===== config.mk =====
export PLATFORM = sky130hd
export DESIGN_NAME = hs_talker
export DESIGN_NICKNAME = d
export VERILOG_FILES = /design/src/rtl/hs_pkg.sv /design/src/rtl/hs_sync.sv /design/src/rtl/hs_timer.sv /design/src/rtl/hs_talker.sv
export SDC_FILE = /design/constraint.sdc
export NUM_CORES = 1
export LEC_CHECK = 0
export ABC_AREA = 1
export BUFFER_PORTS_ARGS = -buffer_cell sky130_fd_sc_hd__buf_4
export CAP_MARGIN = 30
export CELL_PAD_IN_SITES_DETAIL_PLACEMENT = 1
export CELL_PAD_IN_SITES_GLOBAL_PLACEMENT = 2
export CORE_MARGIN = 8
export CORE_UTILIZATION = 29
export CTS_CLUSTER_DIAMETER = 60
export DETAILED_ROUTE_END_ITERATION = 16
export GPL_TIMING_DRIVEN = 0
export PLACE_DENSITY = 0.9
export SLEW_MARGIN = 5
export SYNTH_ARGS = -nofsm -noshare
export SYNTH_HDL_FRONTEND = slang
export SYNTH_SLANG_ARGS = --single-unit

===== constraint.sdc =====
create_clock -name clk -period 1.9 [get_ports clk]
set_clock_uncertainty 0.1 [all_clocks]
set_input_delay 0.095 -clock clk [delete_from_list [all_inputs] [get_ports clk]]
set_output_delay 0.095 -clock clk [all_outputs]
set_load 0.005 [all_outputs]

===== src/rtl/hs_pkg.sv =====
package hs_pkg;

    typedef enum logic [1:0] {
        ST_IDLE   = 2'd0,
        ST_WAIT   = 2'd1,
        ST_SETTLE = 2'd2,
        ST_VALID  = 2'd3
    } hs_state_e;

endpackage


===== src/rtl/hs_sync.sv =====
// Multi-stage synchronizer for asynchronous bus control lines.
module hs_sync #(
    parameter int W      = 2,
    parameter int STAGES = 2
) (
    input  logic         clk,
    input  logic         rst_n,
    input  logic [W-1:0] din,
    output logic [W-1:0] dout
);

    logic [W-1:0] stage_q [STAGES];

    for (genvar i = 0; i < STAGES; i++) begin : g_stage
        if (i == 0) begin : g_first
            always_ff @(posedge clk) begin
                if (!rst_n) stage_q[i] <= '0;
                else        stage_q[i] <= din;
            end
        end else begin : g_next
            always_ff @(posedge clk) begin
                if (!rst_n) stage_q[i] <= '0;
                else        stage_q[i] <= stage_q[i-1];
            end
        end
    end

    assign dout = stage_q[STAGES-1];

endmodule


===== src/rtl/hs_timer.sv =====
// Loadable down-counter shared by the settle and timeout phases.
module hs_timer #(
    parameter int W = 8
) (
    input  logic         clk,
    input  logic         rst_n,
    input  logic         load,
    input  logic [W-1:0] load_val,
    output logic         zero
);

    logic [W-1:0] cnt_d, cnt_q;

    always_comb begin
        cnt_d = cnt_q;
        if (load)               cnt_d = load_val;
        else if (cnt_q != '0)   cnt_d = cnt_q - 1'b1;
    end

    always_ff @(posedge clk) begin
        if (!rst_n) cnt_q <= '0;
        else        cnt_q <= cnt_d;
    end

    assign zero = (cnt_q == '0);

endmodule


===== src/rtl/hs_talker.sv =====
// Source side of a three-line interlocked byte handshake.
module hs_talker #(
    parameter int DATA_W      = 8,
    parameter int SETTLE_W    = 4,
    parameter int TMO_CYCLES  = 256,
    parameter int SYNC_STAGES = 2
) (
    input  logic                clk,
    input  logic                rst_n,
    input  logic [SETTLE_W-1:0] settle_cycles,
    input  logic                in_valid,
    output logic                in_ready,
    input  logic [DATA_W-1:0]   in_data,
    input  logic                in_last,
    input  logic                lsn_ready_all,
    input  logic                lsn_taken_all,
    output logic [DATA_W-1:0]   bus_data,
    output logic                bus_dav,
    output logic                bus_eom,
    output logic                tmo_err
);
    import hs_pkg::*;

    localparam int TMO_W = (TMO_CYCLES > 2) ? $clog2(TMO_CYCLES) : 1;
    localparam int CNT_W = (SETTLE_W > TMO_W) ? SETTLE_W : TMO_W;
    localparam logic [CNT_W-1:0] TMO_LOAD = CNT_W'(TMO_CYCLES - 1);

    typedef struct packed {
        hs_state_e         st;
        logic [DATA_W-1:0] byte_v;
        logic              last;
        logic              err;
    } regs_t;

    regs_t regs_d, regs_q;

    // Synchronized listener lines
    logic [1:0] lsn_sync;
    logic       ready_sync;
    logic       acc_sync;

    hs_sync #(
        .W      (2),
        .STAGES (SYNC_STAGES)
    ) u_sync (
        .clk   (clk),
        .rst_n (rst_n),
        .din   ({lsn_ready_all, lsn_taken_all}),
        .dout  (lsn_sync)
    );

    assign ready_sync = lsn_sync[1];
    assign acc_sync   = lsn_sync[0];

    // Shared phase timer
    logic             tmr_load;
    logic [CNT_W-1:0] tmr_val;
    logic             tmr_zero;

    hs_timer #(
        .W (CNT_W)
    ) u_timer (
        .clk      (clk),
        .rst_n    (rst_n),
        .load     (tmr_load),
        .load_val (tmr_val),
        .zero     (tmr_zero)
    );

    always_comb begin
        regs_d     = regs_q;
        regs_d.err = 1'b0;
        tmr_load   = 1'b0;
        tmr_val    = '0;

        unique case (regs_q.st)
            ST_IDLE: begin
                if (in_valid) begin
                    regs_d.byte_v = in_data;
                    regs_d.last   = in_last;
                    regs_d.st     = ST_WAIT;
                end
            end
            ST_WAIT: begin
                // all listeners ready and previous byte released
                if (ready_sync && !acc_sync) begin
                    regs_d.st = ST_SETTLE;
                    tmr_load  = 1'b1;
                    tmr_val   = CNT_W'(settle_cycles);
                end
            end
            ST_SETTLE: begin
                if (tmr_zero) begin
                    regs_d.st = ST_VALID;
                    tmr_load  = 1'b1;
                    tmr_val   = TMO_LOAD;
                end
            end
            ST_VALID: begin
                if (acc_sync) begin
                    regs_d.st = ST_IDLE;
                end else if (tmr_zero) begin
                    regs_d.st  = ST_IDLE;
                    regs_d.err = 1'b1;
                end
            end
            default: regs_d.st = ST_IDLE;
        endcase
    end

    always_ff @(posedge clk) begin
        if (!rst_n) begin
            regs_q.st     <= ST_IDLE;
            regs_q.byte_v <= '0;
            regs_q.last   <= 1'b0;
            regs_q.err    <= 1'b0;
        end else begin
            regs_q <= regs_d;
        end
    end

    logic driving;
    assign driving  = (regs_q.st == ST_SETTLE) || (regs_q.st == ST_VALID);
    assign in_ready = (regs_q.st == ST_IDLE);
    assign bus_dav  = (regs_q.st == ST_VALID);
    assign bus_eom  = (regs_q.st == ST_VALID) && regs_q.last;
    assign bus_data = driving ? regs_q.byte_v : '0;
    assign tmo_err  = regs_q.err;

endmodule


==> results.cfg, run 1 <==
[run_status]
status = complete, but fails checks
violations = negative hold slack

[yosys]
syn_nets = 213
yosysSeqAreaShare = 0.362
yosysTopAreaCellShare = 0.362
synth_seq_cells = 24
avgSynthCellArea_um2 = 7.02
async_flop_share = 0
netlist_instances = 189
synth_cell_type_count = 27
ys_warn_count = 0
yosys_most_used_dff = dfxtp_1
yosysTopAreaCell = dfxtp_1
synth.area.top_cells = dfxtp_1, nand2_1, inv_1
syn_area_um2 = 1330
synth_edf_count = 0

[clocking]
post-cts-setup-buffer-count = 0
cts_htree_levels = 1
cts_buffers = 3
clk_latency_ns = 0.28
cts_max_path_buffers = 2
tritoncts = yes
clkTransAtPathRegs_ns = 0.09
cts_sinks = 24
cts_root_buf = clkbuf_8

[global_routing]
antenna_found_initial = 0
grt_pass1_wl_mm = 6.31
grt.total_usage = 0.107
grt_remaining_overflow = 0
grt_pass1_vias = 1418
grt_max_degree = 14

[worst_setup_path]
worstRegToRegCells = 8
crit_fanout = 8
crit_type = reg -> out
reg2reg_slack_ns = 0.17
slowest_delay_ns = 0.36
cp_num_cells = 5
path_buf_inv = 2
crit_arrival_ns = 1.55
crit_family = flip-flops
crit_slowest_cell = dfxtp_2
reg2reg_to = u_timer.cnt_q[2]
crit_required_ns = 1.70
reg2reg_from = regs_q[11]
critPathCapture = bus_data[4]
crit_chain = inv_1 > ha_1 > nor2_4 > nor2_1 > buf_4
critPathLaunchType = register
crit_start = regs_q[10]
cp-end-kind = output port

[hold_path]
hold_class = in -> reg
hold_depth = 3

[finish]
nFillCells = 575
drive_gt1_frac = 0.231
area_delta_synth_final_pct = 32.0
final_common_cell = nand2_1
antenna_cells = 0
most-common-layout-cells = nand2_1, inv_1, buf_4, nor2_1, dfxtp_1
fin_nets = 254

[die]
start_util = 0.303
io_pins = 30
num_rows = 24
fp.dieW_um = 83.7
dieArea_um2 = 7000
core-area_um2 = 4380
die_y_um = 83.7

[detailed_routing]
via_count = 1307
drt_pass1_iterations = 4
wirelength_mm = 3.64
vias_per_cell = 4.65
wl_per_cell_um = 13.0
route.detailed.drc = 0
drtAntennaViolNets = 0
drt_iter0_drc = 26

[sta]
fin_tns_setup_ns = 0
hold-worst-slack_ns = -0.0000757
slew_violations = 0
slew-limit-headroom = 0.741
finalSetupViolations = 0
period_share = 0.916
rsz0062_at_grt = no
hold_viol_final = 1
fin_crit_ns = 1.74
max_clock_freq_mhz = 574
tightest_slew_ns = 0.389

[pwr]
total_power_uw = 2470
leakage_uw = 0.000873
vdd_drop_max_mv = 0.451
power_density_nw_per_um2 = 1410

[run]
cap_violations = 0

[placed_design]
gp_congestion = 0.718
dp_hpwl_mm = 2.78
port_buffers = 29
[per-layer routing]
layer,vias to the layer above,share of wire,GRT usage
li1,675,-,-
met1,605,0.43,0.114
met2,22,0.52,0.196
met3,5,0.032,0.0264
met4,0,0.015,0.0424
met5,-,0,0
[cells in the mapped netlist, drive strengths merged (2+ instances only)]
cell type,instances
ha,6
xor2,2
inv,33
buf,2
nor2,28
dfxtp,24
o21ai,14
nand2,38
clkbuf,2
nand3,14
nand3b,3
a21oi,17
[layout make-up]
| cell class | instances | area (µm²) | area share |
|---|---|---|---|
| timing repair buffer | 36 | 288 | 0.164 |
| buffer | 4 | 27.5 | 0.0157 |
| inverter | 33 | 124 | 0.0707 |
| multi-input combinational | 128 | 709 | 0.405 |
| clock buffer | 4 | 55.1 | 0.0314 |
| tap | 52 | 65.1 | 0.0371 |
| sequential | 24 | 483 | 0.276 |
[logic make-up after synthesis]
family,Yosys count,share of synthesized area
buf+inv,37,0.111
xor+xnor,2,0.0132
compound gates,35,0.157
flops,24,0.362
fa+ha+maj,6,0.0565
simple gates,85,0.300
[registers in the layout, indices dropped and copies added (netlist names)]
register and flops:
u_sync.stage_q 4, tmo_err 1, u_timer.cnt_q 8, regs_q 11
[through the flow]
stage                     cells  setup slack [ns]  hold slack, ns  cell area (µm²)  utilization
after floorplan             189             0.329          0.0926             1330            -
after global placement      270             0.109           0.180             1610        0.367
after detailed placement    270             0.112           0.183             1610        0.367
after CTS                   281           0.00535         0.00341             1740        0.396
after global routing        281            0.0179          0.0133             1750        0.400
final                       281             0.159      -0.0000757             1750        0.400
[worst min-delay path, stage by stage]
cell     delay (ns)
buf_4          0.07
o21ai_0        0.07
a21oi_1        0.10
[report_power, final]
group	switching (µW)	internal (µW)
clock	179	186
sequential	99.5	651
combinational	811	546
total	1090	1380
[how the worst min path moves through the flow]
stage / end / startpoint
after floorplan: u_sync.stage_q[0][0] / lsn_taken_all
after global placement: u_sync.stage_q[0][1] / lsn_ready_all
after detailed placement: u_sync.stage_q[0][0] / lsn_taken_all
after CTS: regs_q[1] / in_valid
after global routing: regs_q[8] / rst_n
final: regs_q[4] / in_data[2]
[repair_timing]
item	4_1_cts	5_1_grt
endpoints found under the hold margin	7	0
gates resized for setup	1	7
hold buffers	7	0
setup endpoints to repair	8	18
No activity file was read; power rests on OpenSTA's default activity.
==> inputs of run 2 (changes only) <==
CORE_ASPECT_RATIO = 0.6   (was unset)
==> results.cfg, run 2 (synthesis gave the netlist of run 1 again) <==
[finish]
most-common-layout-cells = nand2_1, inv_1, buf_4, nor2_1, dfxtp_1
fin_util = 0.398
reg.largest.list = regs_q x11, u_timer.cnt_q x8, u_sync.stage_q x4
fin_nets = 254
layoutNonFillerInstCount = 292
drive_gt1_frac = 0.236
final_common_cell = nand2_1
largest_reg_flops = 11
area_delta_synth_final_pct = 34.7
nFillCells = 563
antenna_cells = 0
top_register = regs_q

[clocking]
clk_latency_ns = 0.28
cts_root_buf = clkbuf_8
clkTransAtPathRegs_ns = 0.09
cts_sinks = 24
cts_max_path_buffers = 2
cts_htree_levels = 1
post-cts-setup-buffer-count = 0
tritoncts = yes
cts_buffers = 3

[sta]
period_share = 0.919
fin_crit_ns = 1.75
slew_violations = 0
tightest_slew_ns = 0.430
fin_tns_setup_ns = 0
max_clock_freq_mhz = 572
hold_viol_final = 0
finalSetupViolations = 0
rsz0062_at_grt = no
slew-limit-headroom = 0.713

[global_routing]
grt.total_usage = 0.125
grt_remaining_overflow = 0
grt_pass1_vias = 1355
grt_max_degree = 15
antenna_found_initial = 0
grt_pass1_wl_mm = 6.77

[detailed_routing]
via_count = 1273
route.detailed.drc = 0
drt_iter0_drc = 60
wl_per_cell_um = 13.9
vias_per_cell = 4.36
drt_pass1_iterations = 4
drtAntennaViolNets = 0
wirelength_mm = 4.06

[worst_setup_path]
cp-end-kind = register
critPathLaunchType = register
crit_arrival_ns = 1.81
crit_type = reg -> reg
crit_required_ns = 1.96
crit_fanout = 10
reg2reg_slack_ns = 0.15

[die]
fp.dieW_um = 103
start_util = 0.295
io_pins = 30
core-area_um2 = 4490
num_rows = 19
dieArea_um2 = 7070
die_y_um = 68.4

[pwr]
vdd_drop_max_mv = 0.436
total_power_uw = 2620
leakage_uw = 0.000879
power_density_nw_per_um2 = 1460

[run_status]
status = completed

[run]
cap_violations = 0

[placed_design]
gp_congestion = 0.761
dp_hpwl_mm = 3.23
placed_cells = 281
port_buffers = 29

[hold_path]
hold_class = in -> reg
-- run 2: timing repair --
item	in CTS	in global routing
endpoints found under the setup margin	11	17
hold buffers	7	0
endpoints found under the hold margin	6	0
gates resized for setup	3	6
-- run 2: through the flow --
stage / hold WS, ns / area (µm²) / worst slack [ns]
finish: 0.00563 / 1790 / 0.153
global route: 0.0266 / 1790 / 0.00772
CTS: 0.00471 / 1780 / 0.00753
detailed placement: 0.185 / 1620 / -0.0122
global placement: 0.186 / 1620 / 0.0593
floorplan: 0.0926 / 1330 / 0.329
-- run 2: worst paths after layout --
path / end / startpoint / cells after the start
hold reg to reg: u_sync.stage_q[1][0] / u_sync.stage_q[0][0] / 2
hold / removal: regs_q[7] / in_data[5] / 3
setup / recovery: u_timer.cnt_q[2] / regs_q[11] / 8
setup reg to reg: u_timer.cnt_q[2] / regs_q[11] / 8
-- run 2: layout make-up --
class	count	area, µm²	share of cell area
repair buffers	36	288	0.161
multi-input cells	128	717	0.401
clock inverters	1	30.0	0.0168
plain buffers	4	27.5	0.0154
clock buffers	3	41.3	0.0231
inverters	33	124	0.0693
well taps	63	78.8	0.0441
flip-flops and latches	24	482	0.269
-- run 2: critical path: stages (launching register included) --
cell and delay [ns]:
dfxtp_1 0.39, inv_1 0.10, ha_2 0.41, nand3_2 0.15, buf_4 0.22, nor2_1 0.09, nand2_1 0.06, o21ai_1 0.07
nor2_1 0.05
-- run 2: layer usage --
layer,global-route usage,up-vias,part of all wire
li1,-,672,-
met1,0.174,580,0.52
met2,0.189,17,0.43
met3,0.0264,4,0.034
met4,0.0358,0,0.0074
met5,0,-,0
-- run 2: report_power, final --
| part | switching [µW] | internal, µW |
|---|---|---|
| Clock | 176 | 282 |
| Combinational | 848 | 554 |
| Sequential | 110 | 649 |
| Total | 1130 | 1490 |
